[src/rtl/rst_seq_pkg.sv]
`timescale 1ns/1ps
package rst_seq_pkg;

  typedef enum logic [2:0] {
    S_SUPPLY   = 3'd0,
    S_WAIT_PIN = 3'd1,
    S_PWRT     = 3'd2,
    S_OST      = 3'd3,
    S_PIN      = 3'd4,
    S_WDT      = 3'd5,
    S_RUN      = 3'd6
  } seq_state_e;

  typedef enum logic [1:0] {
    CAUSE_POR  = 2'b00,
    CAUSE_PIN  = 2'b01,
    CAUSE_WDT  = 2'b10,
    CAUSE_WAKE = 2'b11
  } cause_e;

  // Oscillator modes that need a crystal settle time.
  function automatic logic uses_crystal(input logic [1:0] mode);
    return (mode == 2'b00) || (mode == 2'b01);
  endfunction

  // Register reset is withheld only during a wake's settle wait.
  function automatic logic reset_level(input seq_state_e st, input logic wake_ctx);
    return (st != S_RUN) && !((st == S_OST) && wake_ctx);
  endfunction

endpackage

[src/rtl/rst_seq_sync.sv]
`timescale 1ns/1ps
module rst_seq_sync #(
  parameter int STAGES = 2
) (
  input  logic clk,
  input  logic rst_n,
  input  logic d,
  output logic q
);
  localparam int LAST = STAGES - 1;

  logic [LAST:0] chain;

  generate
    if (STAGES == 1) begin : g_single
      always_ff @(posedge clk or negedge rst_n) begin
        if (!rst_n) chain <= '0;
        else        chain <= d;
      end
    end else begin : g_multi
      always_ff @(posedge clk or negedge rst_n) begin
        if (!rst_n) chain <= '0;
        else        chain <= {chain[LAST-1:0], d};
      end
    end
  endgenerate

  assign q = chain[LAST];
endmodule

[src/rtl/rst_seq_timer.sv]
`timescale 1ns/1ps
module rst_seq_timer #(
  parameter int CNT_W = 10,
  parameter int TERM  = 1023
) (
  input  logic clk,
  input  logic rst_n,
  input  logic run,
  input  logic tick,
  output logic done
);
  localparam logic [CNT_W-1:0] TERM_C = CNT_W'(TERM);

  logic [CNT_W-1:0] cnt;

  function automatic logic [CNT_W-1:0] advance(input logic [CNT_W-1:0] c, input logic t);
    return t ? c + 1'b1 : c;
  endfunction

  always_ff @(posedge clk or negedge rst_n) begin
    if (!rst_n)     cnt <= '0;
    else if (!run)  cnt <= '0;
    else if (!done) cnt <= advance(cnt, tick);
  end

  assign done = run && (cnt == TERM_C);

  // the counter stops at its terminal count
  p_cnt_bound_r2: assert property (@(posedge clk) disable iff (!rst_n)
    cnt <= TERM_C);

  // while running, the count only ever steps by one
  p_cnt_step_r2: assert property (@(posedge clk) disable iff (!rst_n)
    (run && $past(run) && (cnt != $past(cnt))) |-> (cnt == $past(cnt) + 1'b1));
endmodule

[src/rtl/rst_seq_ctrl.sv]
`timescale 1ns/1ps
module rst_seq_ctrl
  import rst_seq_pkg::*;
(
  input  logic       clk,
  input  logic       rst_n,
  input  logic       pg_s,
  input  logic       pin_s,
  input  logic       wdt,
  input  logic       sleeping,
  input  logic       fall_en,
  input  logic       crystal,
  input  logic       pwrt_done,
  input  logic       ost_done,
  output logic       pwrt_run,
  output logic       ost_run,
  output logic       chip_rst,
  output logic       phase_hold,
  output logic       wake_o,
  output logic [1:0] cause
);
  seq_state_e st, st_n;
  cause_e     cause_q, cause_n;
  logic       wake_ctx, wctx_n;
  logic       wake_q, wake_n;
  logic       pg_prev;

  // Named events, in priority order
  logic ev_por_rise, ev_fall, por_any, ev_pin, ev_wdt, ev_wake;

  assign ev_por_rise = pg_s && !pg_prev;
  assign ev_fall     = !pg_s && fall_en;
  assign por_any     = ev_por_rise || ev_fall;
  assign ev_pin      = !por_any && !pin_s &&
                       ((st == S_RUN) || ((st == S_OST) && wake_ctx));
  assign ev_wdt      = !por_any && pin_s && (st == S_RUN) && wdt && !sleeping;
  assign ev_wake     = !por_any && pin_s && (st == S_RUN) && wdt && sleeping;

  always_comb begin
    st_n    = st;
    cause_n = cause_q;
    wctx_n  = wake_ctx;
    wake_n  = 1'b0;
    if (ev_por_rise) begin
      st_n = S_WAIT_PIN; cause_n = CAUSE_POR; wctx_n = 1'b0;
    end else if (ev_fall) begin
      st_n = S_SUPPLY;   cause_n = CAUSE_POR; wctx_n = 1'b0;
    end else begin
      unique case (st)
        S_SUPPLY:   st_n = S_SUPPLY;
        S_WAIT_PIN: if (pin_s) st_n = S_PWRT;
        S_PWRT: begin
          if (!pin_s)         st_n = S_WAIT_PIN;
          else if (pwrt_done) st_n = crystal ? S_OST : S_RUN;
        end
        S_OST: begin
          if (!pin_s) begin
            if (wake_ctx) begin
              st_n = S_PIN; cause_n = CAUSE_PIN; wctx_n = 1'b0;
            end else begin
              st_n = S_WAIT_PIN;
            end
          end else if (ost_done) begin
            st_n = S_RUN; wake_n = wake_ctx; wctx_n = 1'b0;
          end
        end
        S_PIN: if (pin_s) st_n = S_RUN;
        S_WDT: st_n = S_RUN;
        S_RUN: begin
          if (!pin_s) begin
            st_n = S_PIN; cause_n = CAUSE_PIN;
          end else if (wdt && sleeping) begin
            cause_n = CAUSE_WAKE;
            if (crystal) begin
              st_n = S_OST; wctx_n = 1'b1;
            end else begin
              wake_n = 1'b1;
            end
          end else if (wdt) begin
            st_n = S_WDT; cause_n = CAUSE_WDT;
          end
        end
        default: st_n = S_SUPPLY;
      endcase
    end
  end

  always_ff @(posedge clk or negedge rst_n) begin
    if (!rst_n) begin
      st       <= S_SUPPLY;
      cause_q  <= CAUSE_POR;
      wake_ctx <= 1'b0;
      wake_q   <= 1'b0;
      pg_prev  <= 1'b0;
    end else begin
      st       <= st_n;
      cause_q  <= cause_n;
      wake_ctx <= wctx_n;
      wake_q   <= wake_n;
      pg_prev  <= pg_s;
    end
  end

  assign pwrt_run   = (st == S_PWRT);
  assign ost_run    = (st == S_OST);
  assign chip_rst   = reset_level(st, wake_ctx);
  assign phase_hold = (st != S_RUN);
  assign wake_o     = wake_q;
  assign cause      = cause_q;

  p_por_cause_r1: assert property (@(posedge clk) disable iff (!rst_n)
    ev_por_rise |=> (chip_rst && (cause == 2'b00)));

  p_pwrt_holds_r2: assert property (@(posedge clk) disable iff (!rst_n)
    (pwrt_run && !pwrt_done) |=> chip_rst);

  p_pin_resets_r4: assert property (@(posedge clk) disable iff (!rst_n)
    ev_pin |=> (chip_rst && (cause == 2'b01)));

  p_wdt_resets_r5: assert property (@(posedge clk) disable iff (!rst_n)
    ev_wdt |=> (chip_rst && (cause == 2'b10)));

  p_wake_no_reset_r6: assert property (@(posedge clk) disable iff (!rst_n)
    ev_wake |=> (!chip_rst && (cause == 2'b11)));

  p_wake_single_r6: assert property (@(posedge clk) disable iff (!rst_n)
    wake_o |=> !wake_o);

  p_fall_holds_r9: assert property (@(posedge clk) disable iff (!rst_n)
    ev_fall |=> chip_rst);
endmodule

[src/rtl/rst_seq_bus_guard.sv]
`timescale 1ns/1ps
module rst_seq_bus_guard (
  input  logic hold,
  input  logic ext_exec,
  input  logic core_ale,
  input  logic core_oe_n,
  input  logic core_wr_n,
  output logic ale_o,
  output logic oe_n_o,
  output logic wr_n_o
);
  logic force_safe;

  assign force_safe = hold && ext_exec;
  assign ale_o      = force_safe ? 1'b0 : core_ale;
  assign oe_n_o     = force_safe ? 1'b1 : core_oe_n;
  assign wr_n_o     = force_safe ? 1'b1 : core_wr_n;
endmodule

[src/rtl/rst_seq_top.sv]
`timescale 1ns/1ps
module rst_seq_top
  import rst_seq_pkg::*;
#(
  parameter int CNT_W       = 10,
  parameter int PWRT_TC     = 1023,
  parameter int OST_TC      = 1023,
  parameter int SYNC_STAGES = 2
) (
  input  logic       clk,
  input  logic       logic_rst_n,
  input  logic       pwr_good,
  input  logic       ext_rst_n,
  input  logic       wdt_timeout,
  input  logic       sleeping,
  input  logic [1:0] osc_mode,
  input  logic       fall_por_en,
  input  logic       ext_exec,
  input  logic       rc_tick,
  input  logic       xtal_tick,
  input  logic       core_ale,
  input  logic       core_oe_n,
  input  logic       core_wr_n,
  output logic       chip_rst,
  output logic       phase_hold,
  output logic       ale_o,
  output logic       oe_n_o,
  output logic       wr_n_o,
  output logic       wake_o,
  output logic       tmo_flag,
  output logic       pdn_flag
);
  logic       pg_s, pin_s;
  logic       pwrt_run, ost_run, pwrt_done, ost_done;
  logic       crystal;
  logic [1:0] cause;

  assign crystal = uses_crystal(osc_mode);

  rst_seq_sync #(.STAGES(SYNC_STAGES)) u_sync_pg (
    .clk(clk), .rst_n(logic_rst_n), .d(pwr_good), .q(pg_s));

  rst_seq_sync #(.STAGES(SYNC_STAGES)) u_sync_pin (
    .clk(clk), .rst_n(logic_rst_n), .d(ext_rst_n), .q(pin_s));

  rst_seq_timer #(.CNT_W(CNT_W), .TERM(PWRT_TC)) u_pwrt (
    .clk(clk), .rst_n(logic_rst_n), .run(pwrt_run), .tick(rc_tick), .done(pwrt_done));

  rst_seq_timer #(.CNT_W(CNT_W), .TERM(OST_TC)) u_ost (
    .clk(clk), .rst_n(logic_rst_n), .run(ost_run), .tick(xtal_tick), .done(ost_done));

  rst_seq_ctrl u_ctrl (
    .clk(clk), .rst_n(logic_rst_n), .pg_s(pg_s), .pin_s(pin_s),
    .wdt(wdt_timeout), .sleeping(sleeping), .fall_en(fall_por_en),
    .crystal(crystal), .pwrt_done(pwrt_done), .ost_done(ost_done),
    .pwrt_run(pwrt_run), .ost_run(ost_run), .chip_rst(chip_rst),
    .phase_hold(phase_hold), .wake_o(wake_o), .cause(cause));

  rst_seq_bus_guard u_guard (
    .hold(chip_rst), .ext_exec(ext_exec), .core_ale(core_ale),
    .core_oe_n(core_oe_n), .core_wr_n(core_wr_n),
    .ale_o(ale_o), .oe_n_o(oe_n_o), .wr_n_o(wr_n_o));

  assign tmo_flag = cause[1];
  assign pdn_flag = cause[0];

  // strobes at safe levels during reset in external-execution mode
  p_bus_safe_r8: assert property (@(posedge clk) disable iff (!logic_rst_n)
    (chip_rst && ext_exec) |-> (!ale_o && oe_n_o && wr_n_o));

  // the phase clock is frozen whenever registers are in reset
  p_hold_covers_reset_r7: assert property (@(posedge clk) disable iff (!logic_rst_n)
    chip_rst |-> phase_hold);

  // no crystal wait is ever entered in a non-crystal mode
  p_ost_mode_r3: assert property (@(posedge clk) disable iff (!logic_rst_n)
    $rose(ost_run) |-> $past(crystal));
endmodule

[config.mk]
export PLATFORM = sky130hd
export DESIGN_NAME = rst_seq_top
export DESIGN_NICKNAME = d
export VERILOG_FILES = /design/src/rtl/rst_seq_pkg.sv /design/src/rtl/rst_seq_sync.sv /design/src/rtl/rst_seq_timer.sv /design/src/rtl/rst_seq_ctrl.sv /design/src/rtl/rst_seq_bus_guard.sv /design/src/rtl/rst_seq_top.sv
export SDC_FILE = /design/constraint.sdc
export NUM_CORES = 1
export LEC_CHECK = 0
export ABC_AREA = 1
export BUFFER_PORTS_ARGS = -buffer_cell sky130_fd_sc_hd__buf_2
export CAP_MARGIN = 20
export CORE_MARGIN = 2
export CORE_UTILIZATION = 57
export CTS_CLUSTER_SIZE = 24
export DETAILED_ROUTE_END_ITERATION = 7
export PLACE_DENSITY = 0.85
export SYNTH_ARGS = -nofsm -noshare
export SYNTH_HDL_FRONTEND = slang
export SYNTH_SLANG_ARGS = --single-unit
[constraint.sdc]
create_clock -name clk -period 2.05 [get_ports clk]
set_input_delay 0.41 -clock clk [delete_from_list [all_inputs] [get_ports clk]]
set_output_delay 0.41 -clock clk [all_outputs]
set_load 0.01 [all_outputs]
==> impl_metrics.json <==
{
  "drive_gt1_frac": 0.168,
  "synth_compound_area_frac": 0.121,
  "yosys-top-cells-area": "dfrtp_1 41%, nand2_1 14%, nand3_1 8.6%",
  "period_share": 0.944,
  "startpoint_type": "flop",
  "drtAntennaViolNets": 0,
  "synth_fa_ha_area_frac": 0.0127,
  "die_y_microns": 62.8,
  "n_fill_cell": 289,
  "crit_path_end_kind": "output port",
  "critPathBufInv": 4,
  "design_area_sq_mm": 0.00222,
  "clk_pin_slew_ps": 110,
  "synth.mux.area_fraction": 0,
  "syn_avg_cell_area_sq_um": 7.21,
  "yosysMostFrequentCell": "nand2_1",
  "ctsHoldBuffers": 0,
  "required_ps": 1640,
  "max_freq_mhz": 517,
  "critical-path-top-delay-family": "flip-flops",
  "dpl.hpwl_microns": 3000,
  "cts_tree": "built",
  "worst_pin_slew_ps": 703,
  "antennaDiodeCount": 0,
  "finalClockSkew_ps": 17.4,
  "worstRegToRegCells": 8,
  "clk_latency_ps": 330,
  "grt_pass1_vias": 1710,
  "num_rows": 21,
  "drtIter0Drc": 165,
  "start_util": 0.590,
  "slew-limit-headroom": 0.532,
  "regToRegSetupSlack_ps": 210,
  "synth_ff_type": "dfrtp_1",
  "synth_nets": 290,
  "synthSimpleGateAreaFrac": 0.361,
  "dr.pass1.iters": 4,
  "synth-seq-cells": 32,
  "cts.sink_count": 32,
  "worstPathArrival_ps": 1530,
  "numCtsBuffers": 5,
  "drc": 0,
  "grt_usage": 0.236,
  "cts_max_path_buffers": 2,
  "max-vdd-ir-drop_mv": 0.405,
  "crit_fanout": 7,
  "placed_area_sq_mm": 0.00213,
  "finish.utilization": 0.665,
  "die_area_sq_mm": 0.00394,
  "p_leak_nw": 1.07,
  "r2r-end": "u_pwrt.cnt[0]",
  "pwr_density_cell_mw_per_mm2": 525,
  "ios": 23,
  "r2r-start": "u_ctrl.st[2]",
  "synth_top_cell_area_share": 0.407,
  "syn_area_sq_mm": 0.00197,
  "synth_top_family_by_area": "simple AND/OR/NAND/NOR gates",
  "synthXorXnorAreaFrac": 0.0178,
  "grt_max_degree": 33,
  "async_reset_ff_frac": 1.00,
  "nets": 320,
  "synth_top_area_cell": "dfrtp_1",
  "ys_types": 29,
  "syn2layout_area_growth_pct": 12.6,
  "yosysWarnings": 0,
  "hold_slack_ps": 115,
  "vias": 1861,
  "cts_root_buf": "clkbuf_4",
  "drv_cap": 0,
  "path_class": "reg2out",
  "via_per_inst": 5.32,
  "antenna_found_initial": 0,
  "die_width_microns": 62.8,
  "slowest_stage": "dfrtp_2",
  "grt_setup_unrepaired": "true",
  "synth_common_cells": "73 x nand2_1, 34 x nand3_1, 32 x dfrtp_1, 31 x inv_1, 26 x nor2_1",
  "max_stage_delay_ps": 470,
  "place_congestion": 0.926,
  "cp_cell_sequence": "inv_2 > nand3_1 > inv_2 > a21oi_2 > nand2_1 > nand2_1 > inv_1 > buf_2",
  "min_period_ps": 1940,
  "synth-edff-count": 0,
  "status": "completed",
  "avgRoutedWirePerCell_microns": 11.7,
  "grt_first_pass_wirelength_microns": 7380,
  "ys_seq_area_frac": 0.407,
  "syn_inst": 273,
  "totalWireLength_microns": 4090,
  "setup_violations": 0,
  "grt_overflow": 0,
  "hold_viol": 0,
  "coreArea_sq_mm": 0.00334,
  "hold_path_class": "in2async",
  "maxSlewViolCount": 0,
  "htree_levels": 2,
  "io_buffers": 21
}
routing by layer:
metal / up-vias / wire length [microns] / GRT usage
li1: 962 / - / -
met1: 841 / 1800 / 0.284
met2: 54 / 2010 / 0.399
met3: 4 / 241 / 0.0649
met4: 0 / 40 / 0.0972
met5: - / 0 / 0
power breakdown:
group,switching [mW],internal (mW),leakage [nW]
combinational,0.0798,0.0435,0.603
sequential,0.0153,0.645,0.431
clock,0.213,0.169,0.0326
through the flow:
step	worst slack, ps	total power [mW]	setup TNS [ps]	cells
2_1_floorplan	318	0.741	0	273
3_3_place_gp	259	0.789	0	339
3_5_place_dp	260	0.792	0	339
4_1_cts	9.69	1.18	0	347
5_1_grt	-27.3	1.23	-44.3	350
6_report	115	1.17	0	350
area by class of cell:
cell class                      count  area [sq um]  share of cell area
Multi-Input combinational cell    203          1020               0.459
Sequential cell                    32           802               0.362
Tap cell                           46          57.6              0.0259
Timing Repair Buffer               28           158              0.0711
Inverter                           33           124              0.0558
Clock buffer                        8          58.8              0.0265
cell usage in the layout, fill, tap and decap left out, types with 2 or more instances in the layout:
master,instances
clkbuf_1,2
o21ai_1,3
o31ai_1,2
clkbuf_4,5
a21oi_2,2
nand3_1,34
buf_4,7
a21oi_1,6
inv_2,3
inv_1,30
o21bai_1,5
o21ai_0,15
xor2_1,2
nand3b_1,4
buf_2,21
dfrtp_1,31
nor2_4,3
ha_1,2
xnor2_1,2
nand2_1,73
nor2_1,26
nand4_1,13
o21ai_2,5
kinds of logic (layout without fill, tap and decap cells):
family                     Yosys count  after routing
and+or+nand+nor                    158            158
AOI/OAI and AO/OA                   39             39
buffers and inverters               38             69
DFF                                 32             32
xor gates and xnor gates             4              4
adders and majority gates            2              2
registers in the layout (all words and copies together), names as in the netlist:
| register | count |
|---|---|
| u_ctrl.cause | 2 |
| u_ctrl.pg_prev | 1 |
| u_ctrl.wake_ctx | 1 |
| u_ctrl.wake_o | 1 |
| u_sync_pg.chain | 2 |
| u_sync_pin.chain | 2 |
| u_ctrl.st | 3 |
| u_ost.cnt | 10 |
| u_pwrt.cnt | 10 |
worst reg2reg max path, cell delays in order, from the launching register on:
cell     delay (ps)
dfrtp_1         480
inv_2           140
nand2_1         100
nor2_2          280
nand4_1         200
nand2_2         230
inv_1           130
nand3_1          80
o21ai_0          80
what timing repair did:
| item | CTS | global route |
|---|---|---|
| endpoints found under the setup margin | 3 | 5 |
| buffers inserted | 0 | 3 |
| resized for setup | 2 | 3 |
| pin swaps | 0 | 1 |
how the worst max path moves through the flow:
stage | to | startpoint | slack [ps] | cells after the start
3_3_place_gp | u_ctrl.st[2] | u_ctrl.st[0] | 260 | 7
3_5_place_dp | u_ctrl.st[1] | u_ctrl.st[0] | 260 | 7
6_report | ale_o | u_ctrl.st[0] | 110 | 8
2_1_floorplan | ale_o | u_ctrl.st[0] | 320 | 7
5_1_grt | u_pwrt.cnt[0] | u_ctrl.st[2] | -30 | 8
4_1_cts | ale_o | u_ctrl.st[0] | 10 | 8
Power figures use the tool's default switching activity.
